### config.mk
export PLATFORM = sky130hd
export DESIGN_NAME = nvm_tick_gen
export DESIGN_NICKNAME = d
export VERILOG_FILES = /design/src/rtl/nvm_tick_pkg.sv /design/src/rtl/nvm_tick_cfg_reg.sv /design/src/rtl/nvm_tick_prescaler.sv /design/src/rtl/nvm_tick_gen.sv
export SDC_FILE = /design/constraint.sdc
export NUM_CORES = 1
export LEC_CHECK = 0
export ABC_AREA = 0
export CAP_MARGIN = 20
export CORE_MARGIN = 2
export CORE_UTILIZATION = 46
export CTS_CLUSTER_DIAMETER = 50
export DETAILED_ROUTE_END_ITERATION = 10
export GPL_ROUTABILITY_DRIVEN = 0
export GPL_TIMING_DRIVEN = 1
export PLACE_DENSITY = 0.8
export SLEW_MARGIN = 10
export SYNTH_ARGS = -nofsm -noshare
export SYNTH_HDL_FRONTEND = slang
export SYNTH_SLANG_ARGS = --single-unit
### constraint.sdc
create_clock -name clk_i -period 4.61 [get_ports clk_i]
set_input_delay 0.461 -clock clk_i [delete_from_list [all_inputs] [get_ports clk_i]]
set_output_delay 0.461 -clock clk_i [all_outputs]
set_load 0.01 [all_outputs]
### src/rtl/nvm_tick_pkg.sv
package nvm_tick_pkg;
  parameter int unsigned DIV_W = 6;
  localparam int unsigned REG_W = DIV_W + 2;
  localparam int unsigned LOCK_BIT = DIV_W;
  localparam int unsigned DONE_BIT = DIV_W + 1;

  typedef logic [DIV_W-1:0] div_t;

  typedef struct packed {
    logic done;
    logic lock;
    div_t div;
  } cfg_t;
endpackage

### src/rtl/nvm_tick_cfg_reg.sv
module nvm_tick_cfg_reg
  import nvm_tick_pkg::*;
(
  input  logic             clk_i,
  input  logic             rst_ni,
  input  logic             wr_en_i,
  input  logic [REG_W-1:0] wr_data_i,
  input  logic             cmd_busy_i,
  input  logic             rst_seq_i,
  output cfg_t             cfg_o
);
  cfg_t cfg_q;
  logic wr_ok;

  // reset sequence overrides busy blocking
  assign wr_ok = wr_en_i & (~cmd_busy_i | rst_seq_i);

  always_ff @(posedge clk_i or negedge rst_ni) begin
    if (!rst_ni) begin
      cfg_q <= '0;
    end else if (wr_ok) begin
      cfg_q.done <= 1'b1;
      cfg_q.lock <= cfg_q.lock | wr_data_i[LOCK_BIT];
      if (!cfg_q.lock) cfg_q.div <= wr_data_i[DIV_W-1:0];
    end
  end

  assign cfg_o = cfg_q;
endmodule

### src/rtl/nvm_tick_prescaler.sv
module nvm_tick_prescaler
  import nvm_tick_pkg::*;
(
  input  logic clk_i,
  input  logic rst_ni,
  input  logic run_i,
  input  div_t div_i,
  output logic tick_o
);
  div_t cnt_q;
  logic tick_q;
  logic wrap;

  assign wrap = (cnt_q == '0);

  // divide value sampled only at wrap: the running interval is never altered
  always_ff @(posedge clk_i or negedge rst_ni) begin
    if (!rst_ni) begin
      cnt_q  <= '0;
      tick_q <= 1'b0;
    end else if (!run_i) begin
      cnt_q  <= '0;
      tick_q <= 1'b0;
    end else begin
      tick_q <= wrap;
      cnt_q  <= wrap ? div_i : cnt_q - 1'b1;
    end
  end

  assign tick_o = tick_q;
endmodule

### src/rtl/nvm_tick_gen.sv
module nvm_tick_gen
  import nvm_tick_pkg::*;
(
  input  logic       clk_i,
  input  logic       rst_ni,
  input  logic       wr_en_i,
  input  logic [7:0] wr_data_i,
  input  logic       cmd_busy_i,
  input  logic       rst_seq_i,
  output logic [7:0] rd_data_o,
  output logic       tick_o,
  output logic       div_valid_o
);
  cfg_t cfg;

  nvm_tick_cfg_reg i_cfg_reg (
    .clk_i      (clk_i),
    .rst_ni     (rst_ni),
    .wr_en_i    (wr_en_i),
    .wr_data_i  (wr_data_i),
    .cmd_busy_i (cmd_busy_i),
    .rst_seq_i  (rst_seq_i),
    .cfg_o      (cfg)
  );

  nvm_tick_prescaler i_prescaler (
    .clk_i  (clk_i),
    .rst_ni (rst_ni),
    .run_i  (cfg.done),
    .div_i  (cfg.div),
    .tick_o (tick_o)
  );

  assign rd_data_o   = cfg;
  assign div_valid_o = cfg.done;
endmodule

## Word level (Yosys, flattened, before mapping)

Index checks and enable logic that the tools add are counted.

| operators by class | value |
|---|---|
| multiplexer cells | 3 |
| reductions and logical operators | 2 |
| bitwise operators | 5 |
| add/subtract/negate cells | 1 |

Operator list:

| cell | count |
|---|---|
| $mux 6 | 2 |
| $logic_not 6->1 | 1 |
| $sub 6x1->6 const B | 1 |
| $not 1->1 | 2 |
| $or 1x1->1 | 2 |
| $reduce_and 2->1 | 1 |
| $and 1x1->1 | 1 |
| $mux 1 | 1 |

| word-level totals | value |
|---|---|
| logic and storage cells | 16 |
| output and inout bits | 10 |
| bits of input ports | 13 |
| bits in registers | 15 |

## Depth between registers and ports, before layout

Gate-level depths: netlist of the first run.

| logic depth | value |
|---|---|
| depth after elaboration | 4 |
| gate-level depth with buffers | 6 |
| gate-level depth less buffers | 5 |

## Modules after synthesis

From an unflattened synthesis of the first run, not the netlist that was laid out.

| unflattened totals | value |
|---|---|
| cells, all modules | 56 |
| area, all modules | 730.7 um^2 |

By module, submodules not included:

| module | sequential area each (um^2) | instances | area each (um^2) | cells each |
|---|---|---|---|---|
| nvm_tick_prescaler | 175.2 | 1 | 381.6 | 36 |
| nvm_tick_cfg_reg | 200.2 | 1 | 341.6 | 19 |
| nvm_tick_gen | 0.0 | 1 | 7.5 | 1 |

## Worst setup path after synthesis of the first run

Ideal clock, no wire load.

| timing path | value |
|---|---|
| kind | register -> register |
| start | register i_prescaler.cnt_q[2] |
| end | register i_prescaler.cnt_q[0] |
| data required time | 4.516 ns |
| stages on the path, launching flop included | 6 |
| clock period less this slack | 1.516 ns |
| path slack | 3.094 ns |
| arrival time | 1.422 ns |
| setup time | 0.094 ns |
| path buffers | 2 |
| path through | dfrtp_1 or3_1 buf_6 or2_0 buf_2 a211oi_1 |

| on the way | value |
|---|---|
| longest elaborated chain between the ends | 3 |

RTL lines:

| element | line | text |
|---|---|---|
| from (decl) | nvm_tick_prescaler.sv:10 | `div_t cnt_q;` |
| from (signal assigned) | nvm_tick_prescaler.sv:26 | `cnt_q <= wrap ? div_i : cnt_q - 1'b1;` |
| $logic_not 6->1 | nvm_tick_prescaler.sv:14 | `assign wrap = (cnt_q == '0);` |
| $mux 6 | nvm_tick_prescaler.sv:26 |  |
| $mux 6 | nvm_tick_prescaler.sv:21 | `end else if (!run_i) begin` |

No other way between the ends.
A chain may end at the register's enable or synchronous reset.

## Worst setup path after layout of the first run

| timing path | value |
|---|---|
| start | register i_cfg_reg.cfg_q, in the netlist i_cfg_reg.cfg_o[7] |
| end | output div_valid_o |

RTL lines:

| element | line | text |
|---|---|---|
| from (decl) | nvm_tick_cfg_reg.sv:12 | `cfg_t cfg_q;` |
| to (decl) | nvm_tick_gen.sv:12 | `output logic div_valid_o` |

No word-level cell between the ends.

==> results of run 1 <==
## path summary, 6_finish.rpt
check,startpoint,endpoint,slack (ns),cells past startpoint
max,i_cfg_reg.cfg_o[7],div_valid_o,2.82,1
min reg2reg,i_cfg_reg.cfg_o[6],i_cfg_reg.cfg_o[6],0.49,1
max in group asynchronous,rst_ni,i_cfg_reg.cfg_o[0],3.62,1
min in group asynchronous,rst_ni,i_prescaler.cnt_q[0],0.58,1
min,i_cfg_reg.cfg_o[6],i_cfg_reg.cfg_o[6],0.49,1
max reg2reg,i_prescaler.cnt_q[2],i_prescaler.cnt_q[0],2.96,3
## layout make-up
class,count,area share
sequential,15,0.4071
timing repair buffer,21,0.2280
clock buffer,4,0.02849
multi-input combinational,36,0.3026
inverter,3,0.01221
tap,16,0.02171
## metrics by stage
step | worst slack (ns) | cells
floorplan | 3.094 | 58
global placement | 2.734 | 91
detailed placement | 2.717 | 91
CTS | 2.814 | 95
global route | 2.754 | 95
finish | 2.825 | 95
## cells by family after synthesis
kind of cell,Yosys count,share of synthesized area
DFF,15,0.5415
AOI/OAI and AO/OA,11,0.1155
muxes,6,0.09747
and+or+nand+nor,14,0.1155
buffers and inverters,7,0.05595
adders and majority gates,2,0.03610
xor gates and xnor gates,3,0.03791
## registers in the layout, summed over array words and instances, names as in the netlist
name,flops
i_cfg_reg.cfg_o,8
i_prescaler.cnt_q,6
i_prescaler.tick_o,1
## per-layer routing
metal,vias up,track usage
li1,247,-
met1,264,0.2117
met2,13,0.3242
met3,2,0.01277
met4,0,0.08125
met5,-,0
## cell usage in the layout (no fill, tap or decap)
| cell | synthesis | final |
|---|---|---|
| a211oi_1 | 3 | 3 |
| a21o_1 | 1 | 1 |
| a21oi_1 | 3 | 3 |
| a31o_2 | 1 | 1 |
| and3b_1 | 1 | 1 |
| clkbuf_1 | 1 | 1 |
| clkbuf_4 | 0 | 3 |
| clkdlybuf4s50_1 | 0 | 21 |
| dfrtp_1 | 15 | 15 |
| ha_1 | 2 | 2 |
| inv_1 | 3 | 3 |
| mux2_1 | 1 | 1 |
| mux2_2 | 5 | 5 |
| nand2_1 | 1 | 1 |
| nand2b_1 | 2 | 2 |
| nand3_1 | 1 | 1 |
| nor2_1 | 1 | 1 |
| nor3_1 | 4 | 4 |
| nor3b_1 | 1 | 1 |
| o221a_2 | 1 | 1 |
| o31ai_1 | 2 | 2 |
| or2_0 | 1 | 1 |
| or3_1 | 2 | 2 |
| xnor2_1 | 3 | 3 |
## power by group
group | switching (mW) | leakage (nW) | internal [mW]
registers | 0.0343 | 0.173 | 0.177
logic | 0.0805 | 0.194 | 0.103
clock network | 0.0394 | 0.0150 | 0.0336
==> metrics.txt, run 1 <==
Seq/Total Area, Yosys=0.5415; CTS Root Cell=clkbuf_4; Crit Path Max Fanout=7; layout cells sized above 1=0.1266; Initial Utilization=0.4768; Hold Path Class=reg2reg; PostCTS Resize Cnt=0; max_cap viols=0; CP peak stage delay=about 0.58 ns; H-tree depth reported by CTS=1; DRT Wirelength=roughly 1300 µm; setup TNS=0 ns; unrepaired setup endpoints after global routing=no; Max Used Layer=met4; first-pass GRT wire length=between 2000 and 2500 µm; CP bufs+invs=1; core area=between 1000 and 1500 µm²; Total Power=~0.47 mW; CP top delay family=buffers and inverters; CTS Buf Count=3; syn_area_per_cell=11.95 µm²; Rel. slew slack=0.5642; P&R area growth vs syn=33.03%; Yosys cell types=25; area of the multi-input gates=around 280 µm²; outcome=completed; CP Launch Type=flip-flop; clock sink total=15; I/O pins=23; Final Cell Area=922.1 µm²; DRT met1 WL=569 µm; PD cells=roughly 500 nW/µm²; ys async rst share=1.000; Fin Hold WS=0.4937 ns; met3 wire length=roughly 28 µm; Post-synth top flop=dfrtp_1; CTS clk-pin slew, worst paths=0.08 ns; post-CTS setup buffer count=0; Layout Utilization=0.6343; Die X=between 40 and 50 µm; crit path kind=reg2out; slowest cell on the critical path=clkdlybuf4s50_1; count of buffers from port buffering=21; fill count=between 100 and 150; Detailed Route Iter0 Violations=5; largest net degree at the start of global routing=16; largest area contributor in the netlist=dfrtp_1; hpwl dp=about 1100 µm; Sequential Area=about 380 µm²; # diodes=0; routed wl met2=between 700 and 800 µm; fmax=between 0.5 and 0.6 GHz; final net count=between 90 and 100; crit path cell chain=clkdlybuf4s50_1; DRC=0; Post-synth top cells=dfrtp_1 (15), mux2_2 (5), nor3_1 (4); leakage=approximately 0.38 nW; Seq cells post-synth=15; Total GRT Usage=0.1786; placed inst area=~900 µm²; number of global-route vias before repair=between 500 and 600; clk_lat worst skew=0.28 ns; Avg Vias per Cell=~5.5; Cell Area, Synth=roughly 690 µm²; initial antenna violation count=0; critical path required time=~4.2 ns; arrival time worst endpoint=around 1.3 ns; CTS max path bufs=2; CTS tree=done; most instantiated library cell after synthesis=dfrtp_1; post-layout min period=around 1.8 ns; drt wl/cell=13.86 µm; final hold viol count=0; Die Y=about 43 µm; 1st-pass router iterations=4; Slew Limit Fails=0; ANT nets after route=0; number of synthesized flops with an enable pin=0; cells after synthesis=58; crit end category=primary output; Synth top area share=0.5415; row count=14; skew final=approximately 0.0017 ns; final setup violation count=0; Via Count=526; die area=roughly 1800 µm²; hold_buf cts=0; VDD IR max=about 0.21 mV; total grt overflow=0; YS warnings=0; Area contributors post-synth=dfrtp_1 (54%), mux2_2 (8.1%), xnor2_1 (3.8%); Slew @ Worst Pin=0.6516 ns; syn_nets=73; crit share post-route=0.3873
Note: power is estimated with default switching activity, not from simulation.
==> inputs of run 2 (changes only) <==
Settings changed: CORE_UTILIZATION 46 to 43, PLACE_DENSITY 0.8 to 0.76.
Clock period 4.61 ns to 1.8 ns, I/O delays scaled along.
==> run 2 against run 1 <==
Effect of this change: global-route usage fell by 2.6 points; critical path depth rose by 4; clock power rose to 2.6 times the previous value; worst setup slack got worse by 2.6 ns; final cell count rose by 2.1%; critical endpoint is now i_prescaler.cnt_q[0].
==> metrics.txt, run 2 (synthesis gave the netlist of run 1 again) <==
outcome=completed (unchanged); PostCTS Resize Cnt=0 (unchanged); fmax=around 0.63 GHz; part of the power in combinational logic=0.395 (was 0.393); critical path required time=1.99 ns (was 4.15 ns); FF-to-FF path depth=5 (was 3); H-tree depth reported by CTS=1 (unchanged); CTS clk-pin slew, worst paths=0.08 ns (about the same); crit path kind=reg2reg (was reg2out); Rel. slew slack=0.7950 (was 0.5642); Detailed Route Iter0 Violations=4 (was 5); Total GRT Usage=0.1522 (was 0.1786); Sw Ratio=0.3238 (was 0.3293); ANT nets after route=0 (unchanged); layout cells sized above 1=0.1481 (was 0.1266); final net count=97 (was 95); DRT Wirelength=1304 µm (was 1317 µm); placed inst area=910.9 µm² (was 895.9 µm²); post-layout min period=around 1.6 ns; slowest cell on the critical path=dfrtp_1 (was clkdlybuf4s50_1); # diodes=0 (unchanged); final worst slack=0.2130 ns (was 2.825 ns); reg-to-reg endpoint=i_prescaler.cnt_q[0] (unchanged); final setup violation count=0 (unchanged); initial antenna violation count=0 (unchanged); Clk pwr share=0.155 (was 0.156); clk_lat worst skew=0.28 ns (about the same); NetSw=0.3898 mW (was 0.1542 mW); worst setup path start=i_prescaler.cnt_q[0] (was i_cfg_reg.cfg_o[7]); count of buffers from port buffering=21 (unchanged); crit path cell chain=inv_1 -> ha_1 -> nand2b_1 -> or2_0 -> a211oi_1 (was clkdlybuf4s50_1); Final Cell Area=937.1 µm² (was 922.1 µm²); clock sink total=15 (unchanged); arrival time worst endpoint=1.77 ns (was 1.32 ns); CTS tree=done (unchanged); CP peak stage delay=0.42 ns (was 0.58 ns); CTS Root Cell=clkbuf_4 (unchanged); leakage=0.3906 nW (was 0.3814 nW); drt wl/cell=13.44 µm (was 13.86 µm); VDD IR max=0.6213 mV (was 0.2140 mV); first-pass GRT wire length=2118 µm (was 2449 µm); crit share post-route=0.8817; Int Pwr=0.8141 mW (was 0.3140 mW); unrepaired setup endpoints after global routing=no (unchanged); Flop pwr share=0.450 (was 0.451); CTS max path bufs=2 (unchanged); largest net degree at the start of global routing=16 (unchanged); max_cap viols=0 (unchanged); Slew @ Worst Pin=0.3076 ns (was 0.6516 ns); Crit Path Max Fanout=6 (was 7); max reg flops=8 (unchanged); PD cells=1285 nW/µm² (was 507.7 nW/µm²); Via Count=521 (was 526); hold_buf cts=0 (unchanged); Avg Vias per Cell=5.371 (was 5.537); Initial Utilization=0.4601 (was 0.4768); DRC=0 (unchanged); Critical R2R Launch=i_prescaler.cnt_q[0] (was i_prescaler.cnt_q[2]); commonest non-fill, non-tap cell in the layout=clkdlybuf4s50_1 (unchanged); Die Y=44.15 µm (was 42.82 µm); Hold Path Class=in2async (was reg2reg); crit end category=flip-flop (was primary output); 1st-pass router iterations=4 (unchanged); row count=14 (unchanged); core area=1506 µm² (was 1454 µm²); Slew Limit Fails=0 (unchanged); hpwl dp=1042 µm (was 1054 µm); die area=1949 µm² (was 1834 µm²); CP Launch Type=flip-flop (unchanged); final hold viol count=0 (unchanged); Die X=44.15 µm (was 42.82 µm); total grt overflow=0 (unchanged); I/O pins=23 (unchanged); commonest cells after routing, fill and taps aside=clkdlybuf4s50_1 (21), dfrtp_1 (15), mux2_2 (5) (unchanged); Fin Hold WS=0.2069 ns (was 0.4937 ns); skew final=0.0004350 ns (was 0.001671 ns); post-CTS setup buffer count=0 (unchanged); flop2flop setup slack=0.21 ns (was 2.96 ns); pre-CTS setup slack=0.2016 ns (was 2.717 ns); setup TNS=0 ns (unchanged); CTS Buf Count=3 (unchanged); number of global-route vias before repair=486 (was 587); P&R area growth vs syn=35.20% (was 33.03%)
==> run 2: cell types whose count changed in the layout (fill, tap and decap cells not counted) <==
cell / before / now
buf_4: 0 / 2
==> run 2: final cells by class <==
cell class	count	area (µm²)
flip-flops and latches	15	375.4
fillers	119	569.3
multi-input cells	36	279.0
clock buffers	4	26.28
inverters	3	11.26
well taps	16	20.02
repair buffers	23	225.2
==> run 2: worst max-delay path by stage <==
stage / slack, ns / endpoint
final: 0.21 / i_prescaler.cnt_q[0]
after floorplan: 0.28 / i_prescaler.cnt_q[0]
after global placement: 0.20 / i_cfg_reg.cfg_o[4]
after CTS: 0.20 / i_prescaler.cnt_q[0]
after detailed placement: 0.20 / i_cfg_reg.cfg_o[2]
after global routing: 0.09 / i_prescaler.cnt_q[0]
==> run 2: worst max-delay path, delay by kind of cell (launching register included) <==
kind | cells | cell delay (ns)
AO/OA/AOI/OAI | 1 | 0.28
adder cells (fa/ha/maj) | 1 | 0.19
buffers and inverters | 1 | 0.11
flip-flops | 1 | 0.42
AND/OR/NAND/NOR | 2 | 0.50
==> run 2: stage by stage <==
step           std cells    util  total power, mW
2_1_floorplan         58       -           0.8459
4_1_cts               97  0.6221            1.215
3_3_place_gp          93  0.6047            1.010
6_report              97  0.6221            1.204
3_5_place_dp          93  0.6047            1.029
5_1_grt               97  0.6221            1.289
==> run 2: layer usage <==
layer / wire (µm) / track usage / up-vias
li1: - / - / 250
met1: 586 / 0.2169 / 258
met2: 660 / 0.2265 / 11
met3: 40 / 0.01224 / 2
met4: 15 / 0.09091 / 0
met5: 0 / 0 / -
==> run 2: power by group through the flow <==
stage / clock, mW / sequential (mW) / combinational, mW
2_1_floorplan: 0 / 0.551 / 0.295
3_3_place_gp: 0 / 0.543 / 0.467
3_5_place_dp: 0 / 0.549 / 0.481
4_1_cts: 0.189 / 0.541 / 0.485
5_1_grt: 0.206 / 0.558 / 0.525
6_report: 0.187 / 0.541 / 0.476
